==> src/rtl/chgirq_pkg.sv <==
package chgirq_pkg;

   // Event source positions inside the pending vector (software decodes these)
   localparam int unsigned SRC_VBUS = 0;
   localparam int unsigned SRC_DBM  = 1;
   localparam int unsigned SRC_DCD  = 2;
   localparam int unsigned NUM_SRC  = 3;

   // Per-source edge selection: 1 = any change raises an event, 0 = rising only
   localparam logic [NUM_SRC-1:0] SRC_ANY_EDGE = 3'b001;

   // Width of a counter that must reach value n-1
   function automatic int unsigned cnt_width(input longint unsigned n);
      return (n <= 2) ? 1 : $clog2(n);
   endfunction

endpackage

==> src/rtl/chgirq_sync.sv <==
module chgirq_sync #(
   parameter int unsigned STAGES = 2
) (
   input  logic clk,
   input  logic rst_n,
   input  logic d,
   output logic q
);
   generate
      if (STAGES == 0) begin : g_bypass
         assign q = d;
      end else begin : g_chain
         logic [STAGES-1:0] chain_q;
         always_ff @(posedge clk or negedge rst_n) begin
            if (!rst_n) begin
               chain_q <= '0;
            end else begin
               chain_q[0] <= d;
               for (int k = 1; k < STAGES; k++) begin
                  chain_q[k] <= chain_q[k-1];
               end
            end
         end
         assign q = chain_q[STAGES-1];
      end
   endgenerate
endmodule

==> src/rtl/chgirq_debounce.sv <==
module chgirq_debounce
   import chgirq_pkg::*;
#(
   parameter int unsigned HOLD_CYC = 8
) (
   input  logic clk,
   input  logic rst_n,
   input  logic d,
   output logic lvl
);
   localparam int unsigned CW = cnt_width(HOLD_CYC);
   localparam logic [CW-1:0] LAST = CW'(HOLD_CYC - 1);

   logic [CW-1:0] hold_cnt;
   logic          lvl_q;

   // The counter runs only while the input disagrees with the held level
   always_ff @(posedge clk or negedge rst_n) begin
      if (!rst_n) begin
         hold_cnt <= '0;
         lvl_q    <= 1'b0;
      end else if (d == lvl_q) begin
         hold_cnt <= '0;
      end else if (hold_cnt == LAST) begin
         lvl_q    <= d;
         hold_cnt <= '0;
      end else begin
         hold_cnt <= hold_cnt + 1'b1;
      end
   end

   assign lvl = lvl_q;
endmodule

==> src/rtl/chgirq_dbtimer.sv <==
module chgirq_dbtimer
   import chgirq_pkg::*;
#(
   parameter longint unsigned TIMEOUT_CYC = 64'd675000000000
) (
   input  logic clk,
   input  logic rst_n,
   input  logic start,
   input  logic exit_wr,
   input  logic bat_ok,
   input  logic vbus_lvl,
   output logic mode,
   output logic exit_bit,
   output logic chg_keep,
   output logic timeout
);
   localparam int unsigned TW = cnt_width(TIMEOUT_CYC);
   localparam logic [TW-1:0] LAST = TW'(TIMEOUT_CYC - 1);

   logic [TW-1:0] tmr_q;
   logic          mode_q, exit_q, chg_q, to_q, vb_q;

   always_ff @(posedge clk or negedge rst_n) begin
      if (!rst_n) begin
         tmr_q  <= '0;
         mode_q <= 1'b0;
         exit_q <= 1'b0;
         chg_q  <= 1'b0;
         to_q   <= 1'b0;
         vb_q   <= 1'b0;
      end else begin
         to_q <= 1'b0;
         vb_q <= vbus_lvl;

         // Recovery of the battery wins over a software write
         if (bat_ok) begin
            exit_q <= 1'b0;
         end else if (exit_wr) begin
            exit_q <= 1'b1;
         end

         if (mode_q) begin
            if (exit_q) begin
               mode_q <= 1'b0;
               tmr_q  <= '0;
            end else if (tmr_q == LAST) begin
               mode_q <= 1'b0;
               tmr_q  <= '0;
               to_q   <= 1'b1;
               chg_q  <= 1'b0;
            end else begin
               tmr_q <= tmr_q + 1'b1;
            end
         end else if (start && !exit_q) begin
            mode_q <= 1'b1;
            tmr_q  <= '0;
            chg_q  <= 1'b1;
         end

         if (vb_q && !vbus_lvl) begin
            chg_q <= 1'b0;
         end
      end
   end

   assign mode     = mode_q;
   assign exit_bit = exit_q;
   assign chg_keep = chg_q;
   assign timeout  = to_q;
endmodule

==> src/rtl/chgirq_evlatch.sv <==
module chgirq_evlatch #(
   parameter int unsigned       NSRC     = 3,
   parameter logic [NSRC-1:0]   ANY_EDGE = '0
) (
   input  logic            clk,
   input  logic            rst_n,
   input  logic [NSRC-1:0] src,
   input  logic            rd_clr,
   output logic [NSRC-1:0] pend
);
   logic [NSRC-1:0] src_q, prev_q, ev, pend_q;

   generate
      for (genvar i = 0; i < NSRC; i++) begin : g_src
         if (ANY_EDGE[i]) begin : g_any
            assign ev[i] = src_q[i] ^ prev_q[i];
         end else begin : g_rise
            assign ev[i] = src_q[i] & ~prev_q[i];
         end
      end
   endgenerate

   // New events are merged after the read clear, so none is lost
   always_ff @(posedge clk or negedge rst_n) begin
      if (!rst_n) begin
         src_q  <= '0;
         prev_q <= '0;
         pend_q <= '0;
      end else begin
         src_q  <= src;
         prev_q <= src_q;
         pend_q <= (rd_clr ? '0 : pend_q) | ev;
      end
   end

   assign pend = pend_q;
endmodule

==> src/rtl/chg_irq_ctl.sv <==
module chg_irq_ctl
   import chgirq_pkg::*;
#(
   parameter int unsigned     SYNC_STAGES    = 2,
   parameter int unsigned     VBUS_DEB_CYC   = 7500000,
   parameter longint unsigned DB_TIMEOUT_CYC = 64'd675000000000
) (
   input  logic       clk,
   input  logic       rst_n,
   input  logic       vbus_raw,
   input  logic       dcd_to_flag,
   input  logic       stat_rd,
   input  logic       irq_en,
   input  logic       irq_pol,
   input  logic       db_start,
   input  logic       db_exit_wr,
   input  logic       bat_recovered,
   output logic       irq_pin,
   output logic [2:0] irq_pend,
   output logic       vbus_ok,
   output logic       db_mode,
   output logic       db_exit_bit,
   output logic       chg_keep_en,
   output logic       db_timeout
);
   generate
      if (VBUS_DEB_CYC < 2) begin : g_bad_deb
         $error("VBUS_DEB_CYC must be at least 2");
      end
      if (DB_TIMEOUT_CYC < 4) begin : g_bad_tmo
         $error("DB_TIMEOUT_CYC must be at least 4");
      end
      if (SYNC_STAGES > 4) begin : g_bad_sync
         $error("SYNC_STAGES must not exceed 4");
      end
   endgenerate

   logic               vbus_s, vbus_lvl, mode_w;
   logic [NUM_SRC-1:0] srcs, pend_w;
   logic               asserted;

   chgirq_sync #(.STAGES(SYNC_STAGES)) sync_i (
      .clk(clk), .rst_n(rst_n), .d(vbus_raw), .q(vbus_s)
   );

   chgirq_debounce #(.HOLD_CYC(VBUS_DEB_CYC)) deb_i (
      .clk(clk), .rst_n(rst_n), .d(vbus_s), .lvl(vbus_lvl)
   );

   chgirq_dbtimer #(.TIMEOUT_CYC(DB_TIMEOUT_CYC)) tmr_i (
      .clk(clk), .rst_n(rst_n), .start(db_start), .exit_wr(db_exit_wr),
      .bat_ok(bat_recovered), .vbus_lvl(vbus_lvl), .mode(mode_w),
      .exit_bit(db_exit_bit), .chg_keep(chg_keep_en), .timeout(db_timeout)
   );

   always_comb begin
      srcs           = '0;
      srcs[SRC_VBUS] = vbus_lvl;
      srcs[SRC_DBM]  = mode_w;
      srcs[SRC_DCD]  = dcd_to_flag;
   end

   chgirq_evlatch #(.NSRC(NUM_SRC), .ANY_EDGE(SRC_ANY_EDGE)) evl_i (
      .clk(clk), .rst_n(rst_n), .src(srcs), .rd_clr(stat_rd), .pend(pend_w)
   );

   assign asserted = irq_en & (|pend_w);
   assign irq_pin  = irq_pol ? asserted : ~asserted;
   assign irq_pend = pend_w;
   assign vbus_ok  = vbus_lvl;
   assign db_mode  = mode_w;
endmodule

==> config.mk <==
export PLATFORM = sky130hd
export DESIGN_NAME = chg_irq_ctl
export DESIGN_NICKNAME = d
export VERILOG_FILES = /design/src/rtl/chgirq_pkg.sv /design/src/rtl/chgirq_sync.sv /design/src/rtl/chgirq_debounce.sv /design/src/rtl/chgirq_dbtimer.sv /design/src/rtl/chgirq_evlatch.sv /design/src/rtl/chg_irq_ctl.sv
export SDC_FILE = /design/constraint.sdc
export NUM_CORES = 1
export LEC_CHECK = 0
export ABC_AREA = 1
export BUFFER_PORTS_ARGS = -buffer_cell sky130_fd_sc_hd__buf_2
export CAP_MARGIN = 10
export CORE_UTILIZATION = 62
export CTS_CLUSTER_SIZE = 24
export DETAILED_ROUTE_END_ITERATION = 16
export GPL_ROUTABILITY_DRIVEN = 0
export HOLD_SLACK_MARGIN = 0.1
export PLACE_DENSITY = 0.78
export REMOVE_ABC_BUFFERS = 1
export SETUP_SLACK_MARGIN = 0.02
export SLEW_MARGIN = 10
export SYNTH_ARGS = -nofsm -noshare
export SYNTH_HDL_FRONTEND = slang
export SYNTH_SLANG_ARGS = --single-unit
export TNS_END_PERCENT = 10
==> constraint.sdc <==
create_clock -name clk -period 2.3 [get_ports clk]
set_clock_uncertainty 0.2 [all_clocks]
set_input_delay 0.23 -clock clk [delete_from_list [all_inputs] [get_ports clk]]
set_output_delay 0.23 -clock clk [all_outputs]
set_load 0.005 [all_outputs]
==> flow_metrics.env <==
export IMPL_crit_fanout=26
export IMPL_powerDensity_nw_per_um2=573
export IMPL_grt_setup_unrepaired="no"
export IMPL_drt_wl_total_um=10500
export IMPL_cts_buffers=9
export IMPL_synth_top_cell_area_share_pct=43.7
export IMPL_synth_compound_area_share_pct=6.27
export IMPL_drv_slew=0
export IMPL_dr_max_layer_used="met4"
export IMPL_drc=0
export IMPL_setup_viol=0
export IMPL_startpoint_type="flop"
export IMPL_grt_usage_pct=30.8
export IMPL_ir_drop_mv=0.446
export IMPL_clockBufferDepth=2
export IMPL_final_area_um2=5060
export IMPL_yosys_top_cells_area="dfrtp_1, nand2_1, nor2_1, inv_1, nand3_1"
export IMPL_synthSimpleGateAreaFrac_pct=36.3
export IMPL_diodes=0
export IMPL_hold_path_class="in -> async"
export IMPL_reg2reg_from="tmr_i.tmr_q[0]"
export IMPL_postSynthAreaPerCell_um2=7.17
export IMPL_antenna_found_initial=0
export IMPL_cts_sinks=79
export IMPL_htreeDepth=3
export IMPL_yosysTopAreaCell="dfrtp_1"
export IMPL_reg2reg_slack_ns=0.20
export IMPL_ys_seq_area_share_pct=43.7
export IMPL_layout_nets=678
export IMPL_yosys_register_bits=79
export IMPL_netlist_area_um2=4530
export IMPL_finalHoldViolations=0
export IMPL_drv_cap=0
export IMPL_finalSetupTns_ns=0
export IMPL_synth_top_family_by_area="simple AND/OR/NAND/NOR gates"
export IMPL_drt_first_pass_iters=7
export IMPL_avgViaCountPerCell=5.45
export IMPL_relSlewSlack_pct=64.2
export IMPL_critical_path_arrival_ns=2.14
export IMPL_grt_pass1_vias=4074
export IMPL_fin_crit_ns=2.10
export IMPL_fmax_mhz=477
export IMPL_grt_overflow=0
export IMPL_cts_root_buf="clkbuf_8"
export IMPL_numPortBuffers=18
export IMPL_core_area_um2=6910
export IMPL_grt_pass1_wl_um=18200
export IMPL_clk_pin_slew_ns=0.09
export IMPL_clk_latency_ns=0.36
export IMPL_dpl_cell_area_um2=4750
export IMPL_total_leakage_power_nw=2.31
export IMPL_synth_mux_area_share_pct=0
export IMPL_ios=19
export IMPL_critPathLaunch="tmr_i.tmr_q[0]"
export IMPL_period_share_pct=91.2
export IMPL_synthCells=631
export IMPL_endpoint_kind="flop"
export IMPL_grt_max_degree=46
export IMPL_worstPathRequired_ns=2.35
export IMPL_synth_cell_type_count=31
export IMPL_met3_length_um=550
export IMPL_status="complete, no violations"
export IMPL_syn_to_final_growth_pct=11.7
export IMPL_drive_gt1_share_pct=8.64
export IMPL_synth_adder_area_share_pct=0.553
export IMPL_drt_iter0_drc=274
export IMPL_dieArea_um2=7650
export IMPL_yosys_warnings=0
export IMPL_wl_met2_um=5280
export IMPL_cts_tree="yes"
export IMPL_die_w_um=87.4
export IMPL_dp_hpwl_um=7560
export IMPL_antenna_left=0
export IMPL_start_util_pct=65.5
export IMPL_path_class="reg -> reg"
export IMPL_num_vias=4182
export IMPL_fp_row_count=30
export IMPL_tightest_slew_ns=0.536
export IMPL_die_y_um=87.4
export IMPL_synthXorXnorAreaFrac_pct=4.84
export IMPL_wl_per_cell_um=13.8
export IMPL_wl_met1_um=4430
## stage by stage
step	util, %	hold slack, ns	power [mW]	std cells	setup slack [ns]
after global placement	68.8	0.00270	1.73	743	0.279
after detailed placement	68.8	0.0125	1.74	743	0.208
final	73.2	0.155	2.90	767	0.203
after floorplan	-	-0.266	1.62	623	0.405
after global routing	73.2	0.162	3.02	767	0.0256
after CTS	73.1	0.159	2.92	766	0.175
## repair_timing
action,in CTS,in global routing
gates resized for setup,0,1
hold buffers,7,0
setup buffers,0,1
hold endpoints to repair,87,0
setup endpoints to repair,0,5
## area by class of cell
type | count | area, um2
Clock buffer | 9 | 124
Clock inverter | 7 | 103
Fill cell | 564 | 1850
Inverter | 87 | 329
Multi-Input combinational cell | 457 | 2180
Sequential cell | 79 | 1980
Tap cell | 96 | 120
Timing Repair Buffer | 32 | 228
## kinds of logic after synthesis
group / count (synthesis)
xor gates and xnor gates: 25
AOI/OAI and AO/OA: 49
adders and majority gates: 2
buffers and inverters: 95
DFF: 79
and+or+nand+nor: 381
## cells in the mapped netlist, drive strengths merged
master,instances
nand2,190
nor2,109
inv,87
dfrtp,79
nand3,51
xor2,24
o21ai,22
nand4,17
o22ai,16
nor3,9
buf,5
a21oi,4
o21bai,4
clkbuf,3
nor3b,3
a31oi,2
ha,2
nor4,2
o31ai,1
xnor2,1
## where the power goes
group,internal [mW],switching (mW),leakage [nW]
Sequential,1.43,0.0391,1.07
Combinational,0.0791,0.171,1.12
Clock,0.626,0.551,0.116
Total,2.14,0.761,2.31
## path summary, 6_finish.rpt
check,endpoint,cells past startpoint
setup / recovery,tmr_i.tmr_q[27],10
hold / removal,evl_i.pend[2],2
setup reg to reg,tmr_i.tmr_q[27],10
hold reg to reg,sync_i.g_chain.chain_q[1],0
max in group asynchronous,tmr_i.tmr_q[26],3
min in group clk,sync_i.g_chain.chain_q[1],0
## worst max-delay path, stage by stage, from the launching register on
cell,delay [ns]
dfrtp_1,0.41
ha_1,0.22
nand2_2,0.08
nor2_4,0.14
nand2_4,0.11
nor2_4,0.13
nand3_2,0.10
nand2_4,0.25
inv_4,0.15
nand3_1,0.10
nand2_1,0.07
## layer usage
metal,vias to the layer above,GRT usage [%]
li1,2063,-
met1,1938,37.1
met2,151,52.4
met3,30,6.54
met4,0,14.8
met5,-,0
## layout by cell type, fill, tap and decap left out
cell type / netlist / final
nand2_1: 185 / 185
nor2_1: 104 / 103
inv_1: 86 / 86
dfrtp_1: 79 / 79
nand3_1: 48 / 48
xor2_1: 24 / 24
o21ai_0: 20 / 20
nand4_1: 17 / 17
buf_2: 2 / 17
o22ai_1: 16 / 16
clkbuf_8: 0 / 9
nor3_1: 8 / 8
dlygate4sd3_1: 0 / 7
buf_4: 2 / 7
o21bai_1: 4 / 4
nor2_4: 4 / 4
nand2_2: 3 / 3
a21oi_1: 3 / 3
nor3b_1: 3 / 3
nand3_2: 3 / 3
nor4_1: 2 / 2
nor2_2: 1 / 2
a31oi_1: 2 / 2
nand2_4: 2 / 2
o21ai_1: 2 / 2
ha_1: 2 / 2
inv_6: 0 / 2
bufinv_16: 0 / 2
nor3_4: 1 / 1
o31ai_1: 1 / 1
a21oi_2: 1 / 1
xnor2_1: 1 / 1
inv_4: 1 / 1
clkinv_2: 0 / 1
inv_8: 0 / 1
clkinv_4: 0 / 1
buf_12: 0 / 1
## flip-flops by register name, indices dropped and copies added (netlist names), 2 cells and up
| register | flops |
|---|---|
| tmr_i.tmr_q | 40 |
| deb_i.hold_cnt | 23 |
| evl_i.pend | 3 |
| evl_i.prev_q | 3 |
| evl_i.src_q | 3 |
| sync_i.g_chain.chain_q | 2 |
No activity file was read; power rests on OpenSTA's default activity.
